`src/rtl/led_status_pkg.sv`:
```
package led_status_pkg;

  typedef enum logic [1:0] {
    LS_IDLE    = 2'd0,
    LS_TRAFFIC = 2'd1,
    LS_ALARM   = 2'd2
  } led_state_e;

  localparam logic LED_ON  = 1'b0;
  localparam logic LED_OFF = 1'b1;

  // Priority: alarm, then traffic, then idle.
  function automatic led_state_e pick_state(input logic alarm, input logic active);
    if (alarm)  return LS_ALARM;
    if (active) return LS_TRAFFIC;
    return LS_IDLE;
  endfunction

  // Pin level for one direction; is_tx selects the alarm polarity.
  function automatic logic led_level(input led_state_e st, input logic is_tx,
                                     input logic phase);
    logic lvl;
    case (st)
      LS_ALARM:   lvl = is_tx ? LED_ON : LED_OFF;
      LS_TRAFFIC: lvl = phase ? LED_OFF : LED_ON;
      default:    lvl = LED_ON;
    endcase
    return lvl;
  endfunction

endpackage

```
`src/rtl/led_flash_timebase.sv`:
```
module led_flash_timebase #(
  parameter int DIV_W = 16
) (
  input  logic             clk,
  input  logic             srst_n,
  input  logic [DIV_W-1:0] flash_div,
  output logic             phase,
  output logic             period_end
);

  logic [DIV_W-1:0] cnt_q, cnt_d;
  logic             phase_d;
  logic             half_end;

  always_comb begin
    half_end   = (cnt_q >= flash_div);
    cnt_d      = half_end ? '0 : cnt_q + 1'b1;
    phase_d    = half_end ? ~phase : phase;
    period_end = half_end & phase;
  end

  always_ff @(posedge clk or negedge srst_n) begin
    if (!srst_n) begin
      cnt_q <= '0;
      phase <= 1'b0;
    end else begin
      cnt_q <= cnt_d;
      phase <= phase_d;
    end
  end

endmodule

```
`src/rtl/led_activity_tracker.sv`:
```
module led_activity_tracker (
  input  logic clk,
  input  logic srst_n,
  input  logic cell_stb,
  input  logic cell_null,
  input  logic period_end,
  output logic active
);

  logic seen_q, seen_d, active_d;
  logic hit;

  always_comb begin
    hit = cell_stb & ~cell_null;
    if (period_end) begin
      active_d = seen_q | hit;
      seen_d   = 1'b0;
    end else begin
      active_d = active | hit;
      seen_d   = seen_q | hit;
    end
  end

  always_ff @(posedge clk or negedge srst_n) begin
    if (!srst_n) begin
      seen_q <= 1'b0;
      active <= 1'b0;
    end else begin
      seen_q <= seen_d;
      active <= active_d;
    end
  end

endmodule

```
`src/rtl/led_port_encoder.sv`:
```
module led_port_encoder
  import led_status_pkg::*;
(
  input  logic       alarm,
  input  logic       rx_active,
  input  logic       tx_active,
  input  logic       phase,
  output logic [1:0] led_n_nxt
);

  led_state_e rx_st, tx_st;

  always_comb begin
    rx_st        = pick_state(alarm, rx_active);
    tx_st        = pick_state(alarm, tx_active);
    led_n_nxt[0] = led_level(rx_st, 1'b0, phase);
    led_n_nxt[1] = led_level(tx_st, 1'b1, phase);
  end

endmodule

```
`src/rtl/port_led_status.sv`:
```
module port_led_status #(
  parameter int NPORTS = 2,
  parameter int DIV_W  = 16,
  localparam int NPINS = 2 * NPORTS
) (
  input  logic              clk,
  input  logic              rst_n,
  input  logic [NPORTS-1:0] rx_cell_stb,
  input  logic [NPORTS-1:0] rx_cell_null,
  input  logic [NPORTS-1:0] tx_cell_stb,
  input  logic [NPORTS-1:0] tx_cell_null,
  input  logic [NPORTS-1:0] phy_alarm,
  input  logic [DIV_W-1:0]  flash_div,
  input  logic              gpio_mode,
  input  logic [NPINS-1:0]  gpio_out,
  input  logic [NPINS-1:0]  gpio_oe,
  input  logic [NPINS-1:0]  pin_in,
  output logic [NPINS-1:0]  pin_out,
  output logic [NPINS-1:0]  pin_oe,
  output logic [NPINS-1:0]  gpio_in
);

  logic [1:0]       rsync_q;
  logic             srst_n;
  logic             phase;
  logic             period_end;
  logic [NPINS-1:0] dir_stb, dir_null, dir_active;
  logic [NPINS-1:0] led_n_d, led_n_q;
  logic [NPINS-1:0] gpio_in_d;

  // Reset synchroniser: asynchronous assert, synchronous release.
  always_ff @(posedge clk or negedge rst_n) begin
    if (!rst_n) rsync_q <= 2'b00;
    else        rsync_q <= {rsync_q[0], 1'b1};
  end
  assign srst_n = rsync_q[1];

  led_flash_timebase #(.DIV_W(DIV_W)) timebase_i (
    .clk        (clk),
    .srst_n     (srst_n),
    .flash_div  (flash_div),
    .phase      (phase),
    .period_end (period_end)
  );

  for (genvar p = 0; p < NPORTS; p++) begin : g_port
    assign dir_stb[2*p]    = rx_cell_stb[p];
    assign dir_null[2*p]   = rx_cell_null[p];
    assign dir_stb[2*p+1]  = tx_cell_stb[p];
    assign dir_null[2*p+1] = tx_cell_null[p];

    led_port_encoder enc_i (
      .alarm     (phy_alarm[p]),
      .rx_active (dir_active[2*p]),
      .tx_active (dir_active[2*p+1]),
      .phase     (phase),
      .led_n_nxt (led_n_d[2*p+1:2*p])
    );
  end

  for (genvar d = 0; d < NPINS; d++) begin : g_dir
    led_activity_tracker trk_i (
      .clk        (clk),
      .srst_n     (srst_n),
      .cell_stb   (dir_stb[d]),
      .cell_null  (dir_null[d]),
      .period_end (period_end),
      .active     (dir_active[d])
    );
  end

  always_comb begin
    gpio_in_d = pin_in;
  end

  always_ff @(posedge clk or negedge srst_n) begin
    if (!srst_n) begin
      led_n_q <= '0;
      gpio_in <= '0;
    end else begin
      led_n_q <= led_n_d;
      gpio_in <= gpio_in_d;
    end
  end

  always_comb begin
    if (gpio_mode) begin
      pin_out = gpio_out;
      pin_oe  = gpio_oe;
    end else begin
      pin_out = led_n_q;
      pin_oe  = '1;
    end
  end

endmodule

```
`config.mk`:
```
export PLATFORM = sky130hd
export DESIGN_NAME = port_led_status
export DESIGN_NICKNAME = d
export VERILOG_FILES = /design/src/rtl/led_status_pkg.sv /design/src/rtl/led_flash_timebase.sv /design/src/rtl/led_activity_tracker.sv /design/src/rtl/led_port_encoder.sv /design/src/rtl/port_led_status.sv
export SDC_FILE = /design/constraint.sdc
export NUM_CORES = 1
export LEC_CHECK = 0
export BUFFER_PORTS_ARGS = -buffer_cell sky130_fd_sc_hd__buf_2
export CAP_MARGIN = 10
export CORE_ASPECT_RATIO = 1.1
export CORE_MARGIN = 2
export CORE_UTILIZATION = 45
export CTS_CLUSTER_SIZE = 8
export DETAILED_ROUTE_END_ITERATION = 10
export GPL_ROUTABILITY_DRIVEN = 0
export PLACE_DENSITY = 0.73
export SYNTH_ARGS = -nofsm -noshare
export SYNTH_HDL_FRONTEND = slang
export SYNTH_SLANG_ARGS = --single-unit
```
`constraint.sdc`:
```
create_clock -name clk -period 1.2 [get_ports clk]
set_clock_uncertainty 0.1 [all_clocks]
set_input_delay 0.12 -clock clk [delete_from_list [all_inputs] [get_ports clk]]
set_output_delay 0.12 -clock clk [all_outputs]
set_load 0.01 [all_outputs]
```
==> metrics.md, run 1 <==
| Metric | Value |
|---|---|
| Mux contribution to synthesized area | `4.51%` |
| Chip width | `65.7 um` |
| Hold WC Path Type | `flop to asynchronous set/reset pin` |
| Compound-gate portion of the synthesized area | `4.64%` |
| CTS max path bufs | `2` |
| WP data required | `approximately 1300 ps` |
| Port buffer count | `52` |
| Peak VDD IR | `0.000846 V` |
| DR pass1 iterations | `4` |
| Synth Warn # | `0` |
| Starting Density | `47.2%` |
| Final Cell Area | `2870 sq um` |
| Final setup fails | `29` |
| H-tree level count | `2` |
| Largest net degree at the start of global routing | `30` |
| Distinct cells, synth | `33` |
| Routed Antenna Nets | `0` |
| Final nets | `344` |
| Failing checks | `negative setup slack` |
| Dpl ws | `-1020 ps` |
| Max-slew violation count | `0` |
| Post-synthesis adder-cell area fraction | `11.3%` |
| Share of layout cells above drive strength 1 | `46.0%` |
| Core ar. | `3990 sq um` |
| Diodes inserted | `0` |
| Clock tree from TritonCTS | `done` |
| Vias/cell | `4.72` |
| Synth Area in Simple Gates | `21.5%` |
| CP max FO | `8` |
| WS Path Type | `flop to flop` |
| WL per Instance | `12.1 um` |
| DR DRC count | `0` |
| Largest family of logic cells by synthesized area | `simple AND/OR/NAND/NOR gates` |
| Synth Instances | `between 150 and 200` |
| Layout area overhead | `52.4%` |
| Power per standard cell area | `between 1000 and 1500 nW/um^2` |
| Iter 0 DRT Violations | `42` |
| Final Core Density | `71.9%` |
| Post-DP Area | `between 2000 and 3000 sq um` |
| CP Capture Type | `flop` |
| XOR/XNOR share of the synthesized area | `6.97%` |
| Mapped Area | `approximately 1900 sq um` |
| Final wirelength | `4120 um` |
| Register area share after synthesis | `46.4%` |
| Worst-path clk slew | `70 ps` |
| DR vias | `1,601` |
| Synth Net Count | `~250` |
| Latest clock arrival within the worst-skew pair | `between 200 and 300 ps` |
| Min cycle time layout | `2230 ps` |
| Grt ovf | `0` |
| Setup TNS | `-24,680 ps` |
| Fillers | `277` |
| Status | `finished, violations left` |
| Total global-route track usage | `between 10% and 20%` |
| Final Total Pwr | `between 3 and 4 mW` |
| # clock sinks | `35` |
| Setup crit start kind | `flop` |
| Clk root buf | `clkbuf_8` |
| Die Area | `4720 sq um` |
| Initial antenna violation count | `0` |
| Post-route setup slack | `-1030 ps` |
| First-pass GRT wire length | `approximately 6400 um` |
| TritonCTS Buffers | `5` |
| Synthesized flop and latch total | `35` |
| Die Ht | `71.9 um` |
| Flop2flop setup slack | `-1030 ps` |
| Post-DP HPWL | `2950 um` |
| Final worst-path cycle share | `186%` |
| RSZ-0062 raised after global routing | `yes` |
| Vias in the first global route | `1,530` |
| Rows | `24` |
| Post-Syn Area per Cell | `about 10 sq um` |
| F_max | `448 MHz` |
| Max Cap Viol | `0` |
| Crit path arrival time | `approximately 2300 ps` |
| Leak | `1.35 nW` |
| Final hold violations | `0` |
| Num ports | `53` |
==> worst max-delay path: stages (launching register included) <==
cell and delay, ps:
dfrtp_1 420, ha_4 300, nand4_4 110, nor3_2 170, or4b_4 520, a31oi_4 310, mux2i_1 230
==> cells by family (layout without fill, tap and decap cells) <==
family | count (synthesis) | count (layout)
buf+inv | 22 | 121
mux | 8 | 8
flops | 35 | 35
xor+xnor | 15 | 15
simple gates | 78 | 78
compound gates | 12 | 12
fa+ha+maj | 17 | 17
other cells | 1 | 1
==> state kept, by name, indices dropped and copies added (netlist names) <==
signal / count
timebase_i.cnt_q: 16
g_dir.trk_i.active: 4
g_dir.trk_i.seen_q: 4
gpio_in: 4
led_n_q: 4
rsync_q: 2
timebase_i.phase: 1
==> final cells by class <==
type                    count  area [sq um]  share of cell area (%)
well taps                  52          65.1                    2.26
inverters                  20          75.1                    2.61
clock buffers               6          72.6                    2.53
clock inverters             2          12.5                   0.436
repair buffers             93           666                    23.2
flip-flops and latches     35           876                    30.5
multi-input cells         131          1110                    38.5
==> metrics by stage <==
stage,hold WS (ps),cells
after global placement,-193,317
after CTS,8.73,337
after detailed placement,-192,317
final,1.94,339
after global routing,29.4,339
after floorplan,-276,188
==> power breakdown <==
part | switching [mW] | leakage (nW) | internal [mW]
Clock | 0.410 | 0.0412 | 0.405
Sequential | 0.0756 | 0.414 | 1.31
Combinational | 0.477 | 0.893 | 0.550
Total | 0.962 | 1.35 | 2.26
==> worst paths after layout <==
check | cells after the start | end | startpoint
worst max-delay path | 6 | g_dir[2].trk_i.active$_DFF_PN0_ | timebase_i.cnt_q[14]$_DFF_PN0_
worst min-delay path | 0 | gpio_in[1]$_DFF_PN0_ | rsync_q[1]$_DFF_PN0_
worst max register to register | 6 | g_dir[2].trk_i.active$_DFF_PN0_ | timebase_i.cnt_q[14]$_DFF_PN0_
worst min register to register | 0 | gpio_in[1]$_DFF_PN0_ | rsync_q[1]$_DFF_PN0_
max in group asynchronous | 1 | g_dir[0].trk_i.active$_DFF_PN0_ | rsync_q[1]$_DFF_PN0_
min in group clk | 4 | g_dir[1].trk_i.active$_DFF_PN0_ | tx_cell_null[0]
==> layer usage <==
| metal | routed length [um] | share of wire (%) | GRT usage [%] |
|---|---|---|---|
| met5 | 0 | 0 | 0 |
| met1 | 1720 | 42 | 21.3 |
| met2 | 2150 | 52 | 31.4 |
| met3 | 156 | 3.8 | 2.79 |
| met4 | 90 | 2.2 | 6.94 |
==> cell usage after synthesis <==
cell | number | area [sq um]
a2111oi_0 | 1 | 8.76
a21o_1 | 2 | 15.0
a21oi_1 | 5 | 25.0
a31oi_4 | 1 | 21.3
and3_1 | 2 | 12.5
and4_1 | 1 | 8.76
buf_2 | 1 | 5.00
clkbuf_1 | 1 | 3.75
conb_1 | 1 | 3.75
dfrtp_1 | 35 | 876
ha_1 | 17 | 213
inv_1 | 20 | 75.1
mux2_2 | 4 | 45.0
mux2i_1 | 4 | 40.0
nand2_1 | 15 | 56.3
nand2b_1 | 4 | 25.0
nand3_1 | 3 | 15.0
nand3_2 | 1 | 10.0
nand4_1 | 4 | 25.0
nand4_2 | 1 | 12.5
nor2_1 | 36 | 135
nor2b_1 | 4 | 25.0
nor3_1 | 1 | 5.00
nor3_2 | 1 | 10.0
nor4_2 | 1 | 12.5
nor4_4 | 1 | 21.3
o21a_1 | 1 | 7.51
o21ai_0 | 2 | 10.0
or2b_2 | 1 | 8.76
or3b_2 | 1 | 8.76
or4b_4 | 1 | 13.8
xnor2_1 | 7 | 61.3
xor2_1 | 8 | 70.1
==> layout by cell type (no fill, tap or decap), drive strengths merged, types with 4 or more instances in the layout <==
master       count
nor2b            4
nand2           15
buf             85
clkbuf           7
ha              17
xor2             8
a21oi            5
nand2b           4
nand3            4
mux2             4
inv             20
dlygate4sd3      7
mux2i            4
nand4            5
nor2            36
xnor2            7
dfrtp           35
==> repair_timing <==
item	in CTS	in global routing
pin swaps	2	6
gates resized for setup	13	15
gates cloned	0	1
setup endpoints to repair	29	29
buffers inserted	5	1
hold buffers	7	0
endpoints found under the hold margin	10	0
Note: power is estimated with default switching activity, not from simulation.
==> run 2, diff against run 1 <==
Settings changed: RECOVER_POWER set to 50.
==> run 2 against run 1 <==
The run ends with negative hold slack, negative setup slack left. Maximum frequency about the same. Clock-buffer cell count unchanged. Flip-flop and latch count unchanged. Non-clock buffer count unchanged. Sequential power about the same. Cell count unchanged. Utilization decreased by 0.34 points. Total power decreased by 0.23%. Via count decreased by 0.19%. Largest power group unchanged.
==> metrics.md, run 2 (synthesis results as in run 1) <==
| Metric | Value |
|---|---|
| Hold_ws | `-25.4 ps (was 1.94 ps)` |
| Total global-route track usage | `17.7% (unchanged)` |
| Post-DP HPWL | `2950 um (unchanged)` |
| Clock tree from TritonCTS | `done (unchanged)` |
| Port buffer count | `52 (unchanged)` |
| Die Area | `4720 sq um (unchanged)` |
| Routed Antenna Nets | `0 (unchanged)` |
| Rows | `24 (unchanged)` |
| Crit path arrival time | `2340 ps (about the same)` |
| Setup TNS | `-24,680 ps (unchanged)` |
| Worst-path clk slew | `70 ps (about the same)` |
| Final nets | `344 (unchanged)` |
| Vias in the first global route | `1,530 (unchanged)` |
| Final Cell Area | `2860 sq um (was 2870 sq um)` |
| Fillers | `280 (was 277)` |
| WS Path Type | `flop to flop (unchanged)` |
| Largest net degree at the start of global routing | `30 (unchanged)` |
| Max Cap Viol | `0 (unchanged)` |
| Clk root buf | `clkbuf_8 (unchanged)` |
| Crit-path slowest cell | `or4b_4 (unchanged)` |
| Power per standard cell area | `1130 nW/um^2 (was 1120 nW/um^2)` |
| Chip width | `65.7 um (unchanged)` |
| CTS max path bufs | `2 (unchanged)` |
| Max-slew violation count | `0 (unchanged)` |
| Peak VDD IR | `0.000847 V (was 0.000846 V)` |
| Iter 0 DRT Violations | `42 (unchanged)` |
| RSZ-0062 raised after global routing | `yes (unchanged)` |
| Latest clock arrival within the worst-skew pair | `280 ps (about the same)` |
| Post-route setup slack | `-1030 ps (about the same)` |
| Max FFs per register | `16 (unchanged)` |
| Most common cell after layout, fill and taps aside | `buf_2 (unchanged)` |
| Share of layout cells above drive strength 1 | `45.6% (was 46.0%)` |
| DP Cell Count | `317 (unchanged)` |
| DR DRC count | `0 (unchanged)` |
| Core ar. | `3990 sq um (unchanged)` |
| WP data required | `1310 ps (was 1300 ps)` |
| Die Ht | `71.9 um (unchanged)` |
| Leak | `1.34 nW (was 1.35 nW)` |
| Final worst-path cycle share | `186% (about the same)` |
| Final Non-Filler Cells | `339 (unchanged)` |
| Final Total Pwr | `3.22 mW (was 3.23 mW)` |
| Setup crit start kind | `flop (unchanged)` |
| Layout area overhead | `51.6% (was 52.4%)` |
| First-pass GRT wire length | `6420 um (unchanged)` |
| Starting Density | `47.2% (unchanged)` |
| Min cycle time layout | `2230 ps (about the same)` |
| Diodes inserted | `0 (unchanged)` |
| Vias/cell | `4.71 (was 4.72)` |
| CP Capture Type | `flop (unchanged)` |
| Final wirelength | `4080 um (was 4120 um)` |
| Post-DP Area | `2530 sq um (unchanged)` |
| F_max | `448 MHz (about the same)` |
| Most frequent cells in the layout | `buf_2, dfrtp_1, buf_4 (unchanged)` |
| Status | `finished, violations left (unchanged)` |
| TritonCTS Buffers | `5 (unchanged)` |
| Final setup fails | `29 (unchanged)` |
| H-tree level count | `2 (unchanged)` |
| Largest register by flop count | `timebase_i.cnt_q (unchanged)` |
| Footprint of the multi-input gates | `1110 sq um (unchanged)` |
| DR vias | `1,598 (was 1,601)` |
| Failing checks | `negative hold slack, negative setup slack (was negative setup slack)` |
| CP peak stage delay | `520 ps (about the same)` |
| Initial antenna violation count | `0 (unchanged)` |
| Hold WC Path Type | `flop to asynchronous set/reset pin (unchanged)` |
| DR pass1 iterations | `4 (unchanged)` |
| FF+latch area | `876 sq um (unchanged)` |
| Grt ovf | `0 (unchanged)` |
| Crit-path cells | `ha_4 > nand4_4 > nor3_2 > or4b_4 > a31oi_4 > mux2i_1 (unchanged)` |
| Flop2flop setup slack | `-1030 ps (about the same)` |
| CP max FO | `8 (unchanged)` |
| WL per Instance | `12.0 um (was 12.1 um)` |
| Final hold violations | `4 (was 0)` |
| Num ports | `53 (unchanged)` |
| # clock sinks | `35 (unchanged)` |
run 2: cell types whose count changed in the layout (fill, tap and decap cells not counted), sizes merged:
cell    change
clkbuf      +2
buf         -2
run 2: per-layer routing:
metal  part of all wire (%)  vias up  global-route usage [%]  routed length [um]
li1                       -      811                       -                   -
met5                      0        -                       0                   0
met4                    2.2        0                    6.94                  91
met2                     53       40                    31.4                2150
met3                    3.9        7                    2.79                 158
met1                     41      740                    21.3                1680
run 2: final cells by class:
class                           count  area share, %
Clock inverter                      2          0.438
Clock buffer                        6           2.54
Sequential cell                    35           30.6
Multi-Input combinational cell    131           38.7
Inverter                           20           2.63
Tap cell                           52           2.28
Timing Repair Buffer               93           22.8
run 2: path summary, 6_finish.rpt:
path	startpoint	end	cells past startpoint
worst min register to register	rsync_q[1]$_DFF_PN0_	gpio_in[1]$_DFF_PN0_	0
worst max register to register	timebase_i.cnt_q[15]$_DFF_PN0_	g_dir[2].trk_i.active$_DFF_PN0_	6
max in group asynchronous	rsync_q[1]$_DFF_PN0_	g_dir[0].trk_i.active$_DFF_PN0_	1
worst min-delay path	rsync_q[1]$_DFF_PN0_	gpio_in[1]$_DFF_PN0_	0
min in group clk	tx_cell_null[0]	g_dir[1].trk_i.active$_DFF_PN0_	4
worst max-delay path	timebase_i.cnt_q[15]$_DFF_PN0_	g_dir[2].trk_i.active$_DFF_PN0_	6
run 2: report_power, final:
part	total [mW]	switching (mW)	internal (mW)	leakage, nW
combinational	1.02	0.475	0.545	0.885
clock	0.817	0.411	0.405	0.0412
sequential	1.38	0.0734	1.31	0.414
run 2: metrics by stage:
stage               util [%]  setup slack [ps]
floorplan                  -              -883
global placement        63.3              -954
detailed placement      63.3             -1020
CTS                     69.5              -979
global route            71.6             -1080
finish                  71.6             -1030
run 2: critical path: cells and delay by family, from the launching register on:
| family | cells | cell delay [ps] |
|---|---|---|
| AND/OR/NAND/NOR | 3 | 780 |
| flip-flops | 1 | 430 |
| AO/OA/AOI/OAI | 1 | 310 |
| adder cells (fa/ha/maj) | 1 | 300 |
| multiplexers | 1 | 230 |
run 2: repair_timing:
item,4_1_cts,5_1_grt
setup buffers,5,1
endpoints found under the setup margin,29,29
endpoints found under the hold margin,10,0
pin swaps,2,6
hold buffers,7,0
gates cloned,0,1
resized for setup,13,15
==> run 3, diff against run 2 <==
Settings changed: CORE_UTILIZATION 45 to 25, PLACE_DENSITY 0.73 to not set.
==> run 3 against run 2 <==
The flow still finishes with violations (negative hold slack, negative setup slack). First-iteration DRC count decreased by 26%. Cell count increased by 10%. Total power increased by 7.7%. Die area increased by 75%. Critical path depth increased by 3. Critical endpoint is now timebase_i.cnt_q[5]$_DFF_PN0_. Maximum frequency increased by 4.2%. Highest routed layer unchanged. Clock power increased by 31%. Largest power group unchanged. Via count decreased by 1.3%.
==> metrics.md, run 3 (synthesis results as in run 1) <==
| Metric | Value |
|---|---|
| Failing checks | `negative hold slack, negative setup slack (unchanged)` |
| Total global-route track usage | `10.6% (was 17.7%)` |
| Vias/cell | `4.23 (was 4.71)` |
| Reg-to-reg endpoint | `timebase_i.cnt_q[5]$_DFF_PN0_ (was g_dir[2].trk_i.active$_DFF_PN0_)` |
| Final Non-Filler Cells | `373 (was 339)` |
| Power per standard cell area | `1200 nW/um^2 (was 1130 nW/um^2)` |
| Starting Density | `25.5% (was 47.2%)` |
| Rows | `33 (was 24)` |
| First-pass GRT wire length | `6970 um (was 6420 um)` |
| Min cycle time layout | `2140 ps (was 2230 ps)` |
| Vias in the first global route | `1,602 (was 1,530)` |
| Crit path capture | `timebase_i.cnt_q[5]$_DFF_PN0_ (was g_dir[2].trk_i.active$_DFF_PN0_)` |
| WL per Instance | `10.6 um (was 12.0 um)` |
| Max Cap Viol | `0 (unchanged)` |
| Share of layout cells above drive strength 1 | `43.4% (was 45.6%)` |
| Max-slew violation count | `0 (unchanged)` |
| CP Capture Type | `flop (unchanged)` |
| Setup crit start | `timebase_i.cnt_q[0]$_DFF_PN0_ (was timebase_i.cnt_q[15]$_DFF_PN0_)` |
| Die Ht | `95.1 um (was 71.9 um)` |
| F_max | `467 MHz (was 448 MHz)` |
| Latest clock arrival within the worst-skew pair | `290 ps (was 280 ps)` |
| Final setup fails | `29 (unchanged)` |
| Final worst-path cycle share | `179% (was 186%)` |
| Hold WC Path Type | `flop to asynchronous set/reset pin (unchanged)` |
| CP peak stage delay | `370 ps (was 520 ps)` |
| Peak VDD IR | `0.000587 V (was 0.000847 V)` |
| Fillers | `732 (was 280)` |
| Clk root buf | `clkbuf_8 (unchanged)` |
| Worst r2r src | `timebase_i.cnt_q[0]$_DFF_PN0_ (was timebase_i.cnt_q[15]$_DFF_PN0_)` |
| RSZ-0062 raised after global routing | `yes (unchanged)` |
| Leak | `1.37 nW (was 1.34 nW)` |
| Largest net degree at the start of global routing | `30 (unchanged)` |
| Clock tree from TritonCTS | `done (unchanged)` |
| Critical path depth | `9 (was 6)` |
| Hold_ws | `-30.9 ps (was -25.4 ps)` |
| Iter 0 DRT Violations | `31 (was 42)` |
| Layout area overhead | `52.7% (was 51.6%)` |
| Worst-path clk slew | `70 ps (about the same)` |
| CTS max path bufs | `2 (unchanged)` |
| Top Family by Delay on Critical Path | `simple AND/OR/NAND/NOR gates (unchanged)` |
| DR vias | `1,578 (was 1,598)` |
| WS Path Type | `flop to flop (unchanged)` |
| Initial antenna violation count | `0 (unchanged)` |
| Crit-path slowest cell | `a2111oi_4 (was or4b_4)` |
| WP data required | `1320 ps (was 1310 ps)` |
| Num ports | `53 (unchanged)` |
| # clock sinks | `35 (unchanged)` |
| Final nets | `343 (was 344)` |
| Most common cell after layout, fill and taps aside | `buf_2 (unchanged)` |
| Core ar. | `7390 sq um (was 3990 sq um)` |
| Crit path buf inv count | `3 (was 0)` |
| Routed Antenna Nets | `0 (unchanged)` |
| Largest register by flop count | `timebase_i.cnt_q (unchanged)` |
| Final hold violations | `4 (unchanged)` |
| Post-route setup slack | `-942 ps (was -1030 ps)` |
| DP Cell Count | `354 (was 317)` |
| Crit-path cells | `inv_1 > ha_1 > or2b_4 > a2111oi_4 > or4b_4 > buf_4 > nand3_4 > buf_6 > nor2_1 (was ha_4 > nand4_4 > nor3_2 > or4b_4 > a31oi_4 > mux2i_1)` |
| Final wirelength | `3960 um (was 4080 um)` |
| Die Area | `8250 sq um (was 4720 sq um)` |
| DR DRC count | `0 (unchanged)` |
| FF-to-FF path depth | `9 (was 6)` |
| Most frequent cells in the layout | `buf_2, dfrtp_1, buf_4 (unchanged)` |
| Flop2flop setup slack | `-940 ps (was -1030 ps)` |
| Grt ovf | `0 (unchanged)` |
| Post-DP HPWL | `3130 um (was 2950 um)` |
| Max FFs per register | `16 (unchanged)` |
| TritonCTS Buffers | `5 (unchanged)` |
| Setup crit start kind | `flop (unchanged)` |
| CP max FO | `8 (unchanged)` |
| DR pass1 iterations | `4 (unchanged)` |
| Diodes inserted | `0 (unchanged)` |
| Chip width | `86.8 um (was 65.7 um)` |
| Dpl ws | `-1000 ps (was -1020 ps)` |
| Port buffer count | `52 (unchanged)` |
| Crit path arrival time | `2260 ps (was 2340 ps)` |
| Status | `finished, violations left (unchanged)` |
| H-tree level count | `2 (unchanged)` |
==> run 3: worst min path at each step <==
stage / cells after the start / start / endpoint / slack (ps)
global placement: 1 / rst_n / rsync_q[0]$_DFF_PN0_ / -190
floorplan: 0 / rst_n / rsync_q[0]$_DFF_PN0_ / -280
finish: 0 / rsync_q[1]$_DFF_PN0_ / gpio_in[1]$_DFF_PN0_ / -30
CTS: 0 / rsync_q[1]$_DFF_PN0_ / gpio_in[2]$_DFF_PN0_ / 6
global route: 0 / rsync_q[1]$_DFF_PN0_ / gpio_in[2]$_DFF_PN0_ / 0.1
detailed placement: 1 / rst_n / rsync_q[1]$_DFF_PN0_ / -190
==> run 3: timing repair <==
| action | 4_1_cts | 5_1_grt |
|---|---|---|
| endpoints found under the setup margin | 29 | 29 |
| hold buffers | 7 | 0 |
| pin swaps | 1 | 1 |
| resized for setup | 11 | 15 |
| hold endpoints to repair | 10 | 0 |
| gates cloned | 0 | 0 |
| setup buffers | 2 | 2 |
==> run 3: power breakdown <==
group	internal (mW)	switching, mW	total (mW)
Clock	0.618	0.450	1.07
Combinational	0.548	0.468	1.02
Sequential	1.31	0.0756	1.38
==> run 3: final cells by class <==
cell class	instances	area [sq um]	area share (%)
inverter	20	75.1	2.61
multi-input combinational	131	1080	37.5
clock buffer	5	68.8	2.39
sequential	35	876	30.4
clock inverter	3	43.8	1.52
tap	87	109	3.78
timing repair buffer	92	626	21.7
==> run 3: through the flow <==
step           utilization [%]  area, sq um  hold slack [ps]  total power, mW  TNS, ps
2_1_floorplan                -         1980             -276             1.94   -18880
3_3_place_gp              34.7         2560             -194             2.35   -21010
3_5_place_dp              34.7         2560             -190             2.37   -21540
4_1_cts                   38.2         2820             5.58             3.49   -23420
5_1_grt                   39.0         2880            0.104             3.70   -25290
6_report                  39.0         2880            -30.9             3.47   -23060
==> run 3: metal layers <==
| layer | up-vias | routed length, um | global-route usage (%) |
|---|---|---|---|
| met2 | 45 | 1890 | 17.7 |
| met5 | - | 0 | 0 |
| met3 | 6 | 189 | 2.77 |
| met1 | 718 | 1830 | 13.6 |
| met4 | 0 | 46 | 2.73 |
| li1 | 809 | - | - |
